==> src/rtl/gpio_bank_pkg.sv <==
package gpio_bank_pkg;

    localparam int ADDR_W = 5;

    typedef enum logic [ADDR_W-1:0] {
        A_CFG      = 5'h00,
        A_STAT     = 5'h01,
        A_DIR      = 5'h02,
        A_DIN      = 5'h03,
        A_DOUT     = 5'h04,
        A_DOUT_SET = 5'h05,
        A_DOUT_CLR = 5'h06,
        A_DET_LOW  = 5'h07,
        A_DET_HIGH = 5'h08,
        A_DET_RISE = 5'h09,
        A_DET_FALL = 5'h0A,
        A_DB_EN    = 5'h0B,
        A_DB_TIME  = 5'h0C,
        A_RAW_A    = 5'h10,
        A_RAW_B    = 5'h11,
        A_STS_A    = 5'h12,
        A_STS_B    = 5'h13,
        A_ENA_SET  = 5'h14,
        A_ENA_CLR  = 5'h15,
        A_ENB_SET  = 5'h16,
        A_ENB_CLR  = 5'h17,
        A_WK_SET   = 5'h18,
        A_WK_CLR   = 5'h19
    } reg_addr_e;

    typedef enum logic [1:0] {
        RS_CLEAR,
        RS_FLUSH,
        RS_READY
    } rst_state_e;

endpackage

==> src/rtl/gpio_rst_seq.sv <==
module gpio_rst_seq
    import gpio_bank_pkg::*;
#(
    parameter int SETTLE = 4
) (
    input  logic clk,
    input  logic rst_n,
    input  logic soft_req,
    output logic clr_o,
    output logic ready_o
);

    localparam int CW = (SETTLE > 1) ? $clog2(SETTLE) : 1;

    rst_state_e st_q, st_d;
    logic [CW-1:0] cnt_q;

    // state register
    always_ff @(posedge clk or negedge rst_n) begin
        if (!rst_n) st_q <= RS_CLEAR;
        else        st_q <= st_d;
    end

    // next state
    always_comb begin
        st_d = st_q;
        unique case (st_q)
            RS_CLEAR: st_d = RS_FLUSH;
            RS_FLUSH: if (cnt_q == CW'(SETTLE - 1)) st_d = RS_READY;
            RS_READY: if (soft_req) st_d = RS_CLEAR;
            default:  st_d = RS_CLEAR;
        endcase
    end

    // flush length counter
    always_ff @(posedge clk or negedge rst_n) begin
        if (!rst_n)                cnt_q <= '0;
        else if (st_q != RS_FLUSH) cnt_q <= '0;
        else                       cnt_q <= cnt_q + 1'b1;
    end

    // outputs
    always_comb begin
        clr_o   = (st_q == RS_CLEAR);
        ready_o = (st_q == RS_READY);
    end


    soft_drop_chk: assert property (@(posedge clk) disable iff (!rst_n)
        soft_req |=> !ready_o);

endmodule

==> src/rtl/gpio_in_filter.sv <==
module gpio_in_filter #(
    parameter int NPINS       = 32,
    parameter int DBW         = 8,
    parameter int TICK_CYCLES = 8
) (
    input  logic             clk,
    input  logic             rst_n,
    input  logic             clr,
    input  logic [NPINS-1:0] pad_i,
    input  logic [NPINS-1:0] db_en_i,
    input  logic [DBW-1:0]   db_time_i,
    output logic [NPINS-1:0] filt_o
);

    localparam int PW = (TICK_CYCLES > 1) ? $clog2(TICK_CYCLES) : 1;

    logic [PW-1:0]    pre_q;
    logic             tick;
    logic [NPINS-1:0] s1_q, s2_q;

    assign tick = (pre_q == PW'(TICK_CYCLES - 1));

    always_ff @(posedge clk or negedge rst_n) begin
        if (!rst_n)    pre_q <= '0;
        else if (clr)  pre_q <= '0;
        else if (tick) pre_q <= '0;
        else           pre_q <= pre_q + 1'b1;
    end

    always_ff @(posedge clk or negedge rst_n) begin
        if (!rst_n) begin
            s1_q <= '0;
            s2_q <= '0;
        end else if (clr) begin
            s1_q <= '0;
            s2_q <= '0;
        end else begin
            s1_q <= pad_i;
            s2_q <= s1_q;
        end
    end

    for (genvar i = 0; i < NPINS; i++) begin : g_pin
        logic [DBW-1:0] cnt_q;
        logic           lvl_q;

        always_ff @(posedge clk or negedge rst_n) begin
            if (!rst_n) begin
                cnt_q <= '0;
                lvl_q <= 1'b0;
            end else if (clr) begin
                cnt_q <= '0;
                lvl_q <= 1'b0;
            end else if (!db_en_i[i]) begin
                cnt_q <= '0;
                lvl_q <= s2_q[i];
            end else if (s2_q[i] == lvl_q) begin
                cnt_q <= '0;
            end else if (tick) begin
                if (cnt_q == db_time_i) begin
                    cnt_q <= '0;
                    lvl_q <= s2_q[i];
                end else begin
                    cnt_q <= cnt_q + 1'b1;
                end
            end
        end

        assign filt_o[i] = lvl_q;
    end


    db_hold_chk: assert property (@(posedge clk) disable iff (!rst_n || clr)
        !$past(clr) |->
        (((filt_o ^ $past(filt_o)) & $past(db_en_i & ~(s2_q ^ filt_o))) == '0));

endmodule

==> src/rtl/gpio_event_detect.sv <==
module gpio_event_detect #(
    parameter int NPINS = 32
) (
    input  logic             clk,
    input  logic             rst_n,
    input  logic             clr_i,
    input  logic             ready_i,
    input  logic [NPINS-1:0] filt_i,
    input  logic [NPINS-1:0] det_low_i,
    input  logic [NPINS-1:0] det_high_i,
    input  logic [NPINS-1:0] det_rise_i,
    input  logic [NPINS-1:0] det_fall_i,
    input  logic [NPINS-1:0] sw_set_i,
    input  logic [NPINS-1:0] w1c_i,
    output logic [NPINS-1:0] ev_o
);

    logic [NPINS-1:0] prev_q, hw_set, ev_q;

    always_ff @(posedge clk or negedge rst_n) begin
        if (!rst_n)     prev_q <= '0;
        else if (clr_i) prev_q <= '0;
        else            prev_q <= filt_i;
    end

    always_comb begin
        if (ready_i)
            hw_set = (~filt_i & det_low_i) | (filt_i & det_high_i)
                   | (filt_i & ~prev_q & det_rise_i)
                   | (~filt_i & prev_q & det_fall_i);
        else
            hw_set = '0;
    end

    // hardware and software set take precedence over write-one-to-clear
    always_ff @(posedge clk or negedge rst_n) begin
        if (!rst_n)     ev_q <= '0;
        else if (clr_i) ev_q <= '0;
        else            ev_q <= (ev_q & ~w1c_i) | hw_set | sw_set_i;
    end

    assign ev_o = ev_q;


    ev_latch_chk: assert property (@(posedge clk) disable iff (!rst_n || clr_i)
        ((ev_q & ~w1c_i) != '0) |=>
        ((ev_q & $past(ev_q & ~w1c_i)) == $past(ev_q & ~w1c_i)));


    level_set_chk: assert property (@(posedge clk) disable iff (!rst_n || clr_i)
        (ready_i && ((det_high_i & filt_i) != '0)) |=>
        ((ev_q & $past(det_high_i & filt_i)) == $past(det_high_i & filt_i)));

endmodule

==> src/rtl/gpio_event_bank.sv <==
module gpio_event_bank
    import gpio_bank_pkg::*;
#(
    parameter int NPINS       = 32,
    parameter int DBW         = 8,
    parameter int TICK_CYCLES = 8,
    parameter int SETTLE      = 4
) (
    input  logic              clk,
    input  logic              rst_n,
    input  logic              bus_en,
    input  logic              bus_we,
    input  logic [ADDR_W-1:0] bus_addr,
    input  logic [NPINS-1:0]  bus_wdata,
    output logic [NPINS-1:0]  bus_rdata,
    input  logic [NPINS-1:0]  pad_in,
    output logic [NPINS-1:0]  pad_out,
    output logic [NPINS-1:0]  pad_oe,
    output logic              irq_a,
    output logic              irq_b,
    output logic              wake_req
);

    logic             clr, ready, wr, soft_req;
    reg_addr_e        addr;
    logic [NPINS-1:0] dir_q, dout_q, dlow_q, dhigh_q, drise_q, dfall_q;
    logic [NPINS-1:0] db_en_q, en_a_q, en_b_q, wake_q;
    logic [DBW-1:0]   db_time_q;
    logic [NPINS-1:0] filt, ev, sw_set, w1c;

    assign addr     = reg_addr_e'(bus_addr);
    assign wr       = bus_en && bus_we && ready;
    assign soft_req = wr && (addr == A_CFG) && bus_wdata[0];
    assign sw_set   = (wr && (addr == A_RAW_A || addr == A_RAW_B)) ? bus_wdata : '0;
    assign w1c      = (wr && (addr == A_STS_A || addr == A_STS_B)) ? bus_wdata : '0;

    gpio_rst_seq #(.SETTLE(SETTLE)) u_seq (
        .clk      (clk),
        .rst_n    (rst_n),
        .soft_req (soft_req),
        .clr_o    (clr),
        .ready_o  (ready)
    );

    gpio_in_filter #(.NPINS(NPINS), .DBW(DBW), .TICK_CYCLES(TICK_CYCLES)) u_filt (
        .clk       (clk),
        .rst_n     (rst_n),
        .clr       (clr),
        .pad_i     (pad_in),
        .db_en_i   (db_en_q),
        .db_time_i (db_time_q),
        .filt_o    (filt)
    );

    gpio_event_detect #(.NPINS(NPINS)) u_det (
        .clk        (clk),
        .rst_n      (rst_n),
        .clr_i      (clr),
        .ready_i    (ready),
        .filt_i     (filt),
        .det_low_i  (dlow_q),
        .det_high_i (dhigh_q),
        .det_rise_i (drise_q),
        .det_fall_i (dfall_q),
        .sw_set_i   (sw_set),
        .w1c_i      (w1c),
        .ev_o       (ev)
    );

    always_ff @(posedge clk or negedge rst_n) begin
        if (!rst_n) begin
            dir_q <= '1;  dout_q <= '0;  dlow_q <= '0;  dhigh_q <= '0;
            drise_q <= '0; dfall_q <= '0; db_en_q <= '0; db_time_q <= '0;
            en_a_q <= '0; en_b_q <= '0;  wake_q <= '0;
        end else if (clr) begin
            dir_q <= '1;  dout_q <= '0;  dlow_q <= '0;  dhigh_q <= '0;
            drise_q <= '0; dfall_q <= '0; db_en_q <= '0; db_time_q <= '0;
            en_a_q <= '0; en_b_q <= '0;  wake_q <= '0;
        end else if (wr) begin
            case (addr)
                A_DIR:      dir_q     <= bus_wdata;
                A_DOUT:     dout_q    <= bus_wdata;
                A_DOUT_SET: dout_q    <= dout_q | bus_wdata;
                A_DOUT_CLR: dout_q    <= dout_q & ~bus_wdata;
                A_DET_LOW:  dlow_q    <= bus_wdata;
                A_DET_HIGH: dhigh_q   <= bus_wdata;
                A_DET_RISE: drise_q   <= bus_wdata;
                A_DET_FALL: dfall_q   <= bus_wdata;
                A_DB_EN:    db_en_q   <= bus_wdata;
                A_DB_TIME:  db_time_q <= bus_wdata[DBW-1:0];
                A_ENA_SET:  en_a_q    <= en_a_q | bus_wdata;
                A_ENA_CLR:  en_a_q    <= en_a_q & ~bus_wdata;
                A_ENB_SET:  en_b_q    <= en_b_q | bus_wdata;
                A_ENB_CLR:  en_b_q    <= en_b_q & ~bus_wdata;
                A_WK_SET:   wake_q    <= wake_q | bus_wdata;
                A_WK_CLR:   wake_q    <= wake_q & ~bus_wdata;
                default: ;
            endcase
        end
    end

    always_comb begin
        case (addr)
            A_STAT:                bus_rdata = NPINS'(ready);
            A_DIR:                 bus_rdata = dir_q;
            A_DIN:                 bus_rdata = filt;
            A_DOUT, A_DOUT_SET,
            A_DOUT_CLR:            bus_rdata = dout_q;
            A_DET_LOW:             bus_rdata = dlow_q;
            A_DET_HIGH:            bus_rdata = dhigh_q;
            A_DET_RISE:            bus_rdata = drise_q;
            A_DET_FALL:            bus_rdata = dfall_q;
            A_DB_EN:               bus_rdata = db_en_q;
            A_DB_TIME:             bus_rdata = NPINS'(db_time_q);
            A_RAW_A, A_RAW_B:      bus_rdata = ev;
            A_STS_A:               bus_rdata = ev & en_a_q;
            A_STS_B:               bus_rdata = ev & en_b_q;
            A_ENA_SET, A_ENA_CLR:  bus_rdata = en_a_q;
            A_ENB_SET, A_ENB_CLR:  bus_rdata = en_b_q;
            A_WK_SET, A_WK_CLR:    bus_rdata = wake_q;
            default:               bus_rdata = '0;
        endcase
    end

    assign pad_out  = dout_q;
    assign pad_oe   = ~dir_q;
    assign irq_a    = |(ev & en_a_q);
    assign irq_b    = |(ev & en_b_q);
    assign wake_req = |(ev & wake_q);


    dout_set_chk: assert property (@(posedge clk) disable iff (!rst_n)
        (wr && addr == A_DOUT_SET) |=> ((dout_q & $past(bus_wdata)) == $past(bus_wdata)));


    dout_hold_chk: assert property (@(posedge clk) disable iff (!rst_n)
        (!clr && !(wr && (addr == A_DOUT || addr == A_DOUT_SET || addr == A_DOUT_CLR)))
        |=> $stable(pad_out));

endmodule

==> config.mk <==
export PLATFORM = sky130hd
export DESIGN_NAME = gpio_event_bank
export DESIGN_NICKNAME = d
export VERILOG_FILES = /design/src/rtl/gpio_bank_pkg.sv /design/src/rtl/gpio_rst_seq.sv /design/src/rtl/gpio_in_filter.sv /design/src/rtl/gpio_event_detect.sv /design/src/rtl/gpio_event_bank.sv
export SDC_FILE = /design/constraint.sdc
export NUM_CORES = 2
export LEC_CHECK = 0
export BUFFER_PORTS_ARGS = -buffer_cell sky130_fd_sc_hd__buf_2
export CAP_MARGIN = 20
export CELL_PAD_IN_SITES_DETAIL_PLACEMENT = 0
export CELL_PAD_IN_SITES_GLOBAL_PLACEMENT = 2
export CORE_MARGIN = 2
export CORE_UTILIZATION = 43
export CTS_CLUSTER_SIZE = 10
export DETAILED_ROUTE_END_ITERATION = 7
export HOLD_SLACK_MARGIN = 0.08
export PLACE_DENSITY_LB_ADDON = 0.1
export SYNTH_ARGS = -nofsm -noshare
export SYNTH_HDL_FRONTEND = slang
export SYNTH_HIERARCHICAL = 1
export SYNTH_SLANG_ARGS = --single-unit
export TNS_END_PERCENT = 30
==> constraint.sdc <==
create_clock -name clk -period 4.8 [get_ports clk]
set_input_delay 0.48 -clock clk [delete_from_list [all_inputs] [get_ports clk]]
set_output_delay 0.48 -clock clk [all_outputs]
set_load 0.05 [all_outputs]
==> metrics list <==
- Outcome: finished clean
- Share of flip-flops with an asynchronous set or reset: 100%
- Critical-path top delay cell: nor2_2
* CP max stage delay: roughly 0.94 ns
* Sequence of cells on the critical path: buf_2 > or3b_1 > buf_4 > nor2_2 > buf_4 > a32o_1 > a211oi_1 > nand3_1 > buf_2
- Global-route congestion overflow total: 0
- Slew Limit Headroom: 17.3%
- Across the VDD grid, the largest voltage drop is approximately 250 µV.
* Power per standard cell area: roughly 360 nW/µm²
* Storage element area: ~19000 µm²
- Dominant combinational cell family by area after synthesis: simple AND/OR/NAND/NOR gates
* Mean cell area of the mapped netlist: 9.10 µm²
- Filler instances: 9345
- Post-synthesis adder-cell area fraction: 1.02%
- The synthesized netlist devotes around a fifth of its cell area to compound gates.
* Fraction of synthesized area in multiplexers: 1.43%
- The most used flip-flop cell after synthesis is dfrtp_1.
- The smallest clock period supported by the final layout is computed as 3.90 ns.
- TritonCTS built the clock tree.
* Number of vias in the routed layout: 37900
- After synthesis the cells add up to ~43000 µm².
- Leakage power total: roughly 22 nW
- The most common cell in the synthesized netlist is dfrtp_1.
- For this run, the total global-route usage over all layers was measured as between 30% and 40%.
- STA classifies the critical path startpoint as an input pin.
- Simple-Gate Fraction of Synth Area: 21.2%
- Cell taking the most area after synthesis: dfrtp_1
- 0 antenna diodes ended up in the layout.
- Worst-case register-to-register setup slack: approximately 1.6 ns
- Starting DRC count in detailed routing: between 4000 and 5000
* Antenna violations before repair: 5
- Die height: approximately 320 µm
- The synthesized design devotes to its leading area cell type 42.0% of total area.
- After routing, the total negative slack on setup checks comes to 0 ns.
- By area the synthesized netlist is led by dfrtp_1 42%, nand2_1 5.7%, xor2_1 5.4%.
- Dominant delay contributor by cell family on the critical path: simple AND/OR/NAND/NOR gates
* Sum of buffers and inverters on the critical path: 4
- Area growth syn-to-layout: 11.2%
- The routed design has ~160000 µm of wire.
- Wire length per cell: between 20 and 30 µm
* Ratio of routed vias to standard cells: a little over 6
- With fillers left out, the area of the finished cells amounts to between 40000 and 50000 µm².
* Cell area reported after detailed placement: about 45000 µm²
- Once detail routing completed, the nets flagged for antenna violations numbered 0.
* Placeable core region: between 90000 and 100000 µm²
- Yosys printed 6 warnings.
- After clock tree synthesis, the flow added hold-fix buffers numbering 28.
- After synthesis, the netlist uses 76 different library cells.
- For this configuration, the core starts out at a cell density of a little over two fifths.
- In this run the horizontal extent of the chip is ~320 µm.
- Synthesis inferred about 750 register bits.
- Post-route worst hold slack: around 0.12 ns
- Final setup violation count: 0
- The worst path uses between 80% and 90% of the clock period.
* Data required, critical path: between 4 and 5 ns
- At the later pin of the worst-skew pair, clock insertion delay measures slightly below 0.7 ns.
* Share of post-route cells with drive strength above 1: between 10% and 20%
* Gp weighted congestion: about 1
- For the final database, setup skew stands at between 0.03 and 0.04 ns.
- Transition at the pin with the smallest max-transition slack: 1.24 ns
* Max Transition Viols Final: 0
- Max Freq: 256 MHz
- Setup repair after global routing left no endpoint under its margin.
- The longest clock path from root to sink contains 3 buffers.
- The min-delay analysis places its worst path in the category in2reg.
* Clock transition at path regs: 0.06 ns
- Sequential element share of the synthesized area: a little over two fifths
- Category of the most critical setup path: in2out
- Synth cell count leaders: 719 x dfrtp_1, 649 x nand2_1, 317 x a21oi_1
* Max-cap viol count: 0
- Remaining design rule violation count: 0
- When the netlist entered floorplanning its net count stood at a little under 5000.
- The first global-routing pass estimated ~240000 µm of wire.
- Top reg by flops: u_filt/g_pin.cnt_q
- Area taken by multi-input logic gates: ~21000 µm²
- IO Port Bufs: roughly 170
- Num CTS Buffers: a little over 90
* Clock root buffer: clkbuf_16
- After the last flow step, the layout net total stands at slightly below 5000.
* Number of sinks driven by the clock tree: 751
* Count of H-tree levels built during CTS: 3
* Floorplan row count: ~120
* Post-detailed-placement half-perimeter wirelength: about 110000 µm
- Summing the areas of all xor and xnor instances in the mapped netlist gives 5.93% of the synthesized area.
* Maximum net fanout on the critical path: 17
* First-pass DRT Iterations: 6
* Maximum number of pins on one net before global-route repair: about 130
* Number of standard cells in the layout, taps in and fillers out: 6107
* Max FFs per register: about 260
* Worst setup EP type: output pin
* Post-synth EDFFs: 0
* Final count of hold timing violations: 0
- Placed insts: between 5000 and 6000
- Data arrives at the worst endpoint at between 3 and 4 ns.
- Gates resized during post-CTS repair numbered 0.
- Mapped Cells: roughly 4700
* # Post-CTS Setup Buffers: 0
* Total Die Area: just over 100000 µm²
- During I/O placement, the number of pins put on the boundary was 172.
- The number of global-route vias before repair was 35300.
cells by family after synthesis:
group           count (synthesis)
simple gates                 1730
compound gates               1293
flops                         751
buf+inv                       546
xor+xnor                      290
mux                            61
fa+ha+maj                      35
metrics by stage:
stage	util, %	power (mW)	worst slack [ns]
after global placement	45.3	10.6	1.01
after global routing	48.3	17.9	0.880
final	48.3	17.2	0.897
after detailed placement	45.3	10.6	0.938
after floorplan	-	9.38	2.06
after CTS	48.3	17.3	0.953
cell usage in the layout, fill, tap and decap left out, drive strengths merged, types with 101 or more instances in the layout:
cell / n
nor2: 187
nor2b: 107
and3: 144
clkbuf: 139
buf: 276
a22o: 101
xor2: 266
dfrtp: 719
nand3: 197
o21ai: 196
nand2: 661
a22oi: 176
inv: 207
a21oi: 317
area by class of cell:
cell class	count	share of cell area [%]
repair buffers	304	4.58
well taps	1287	3.38
clock inverters	12	0.323
flip-flops and latches	751	39.6
multi-input cells	3409	45.1
clock buffers	139	5.42
inverters	205	1.62
where the power goes:
part	total (mW)	internal, mW	switching, mW	leakage [nW]
combinational	2.87	0.874	2.00	10.6
sequential	7.73	6.85	0.881	10.2
clock	6.59	3.78	2.81	1.32
path summary, 6_finish.rpt:
path | startpoint | end | cells past startpoint
max | bus_addr[2] | bus_rdata[20] | 9
min in group asynchronous | rst_n | u_filt/g_pin[6].cnt_q[0]$_DFFE_PN0P_ | 2
min reg2reg | u_filt/pre_q[0]$_DFF_PN0_ | u_filt/pre_q[0]$_DFF_PN0_ | 1
max in group asynchronous | rst_n | drise_q[23]$_DFFE_PN0P_ | 3
min | pad_in[6] | u_filt/s1_q[6]$_DFF_PN0_ | 2
max reg2reg | u_seq/st_q[0]$_DFFE_PN0P_ | dlow_q[21]$_DFFE_PN0P_ | 8
metal layers:
metal,track usage [%],wire [µm],vias up,part of all wire (%)
met5,0,21,-,0.013
met4,10.5,5980,4,3.7
met3,4.95,12100,332,7.6
met2,45.4,69300,1679,43
met1,46.0,72600,18800,45
li1,-,-,17100,-
Power figures use the tool's default switching activity.
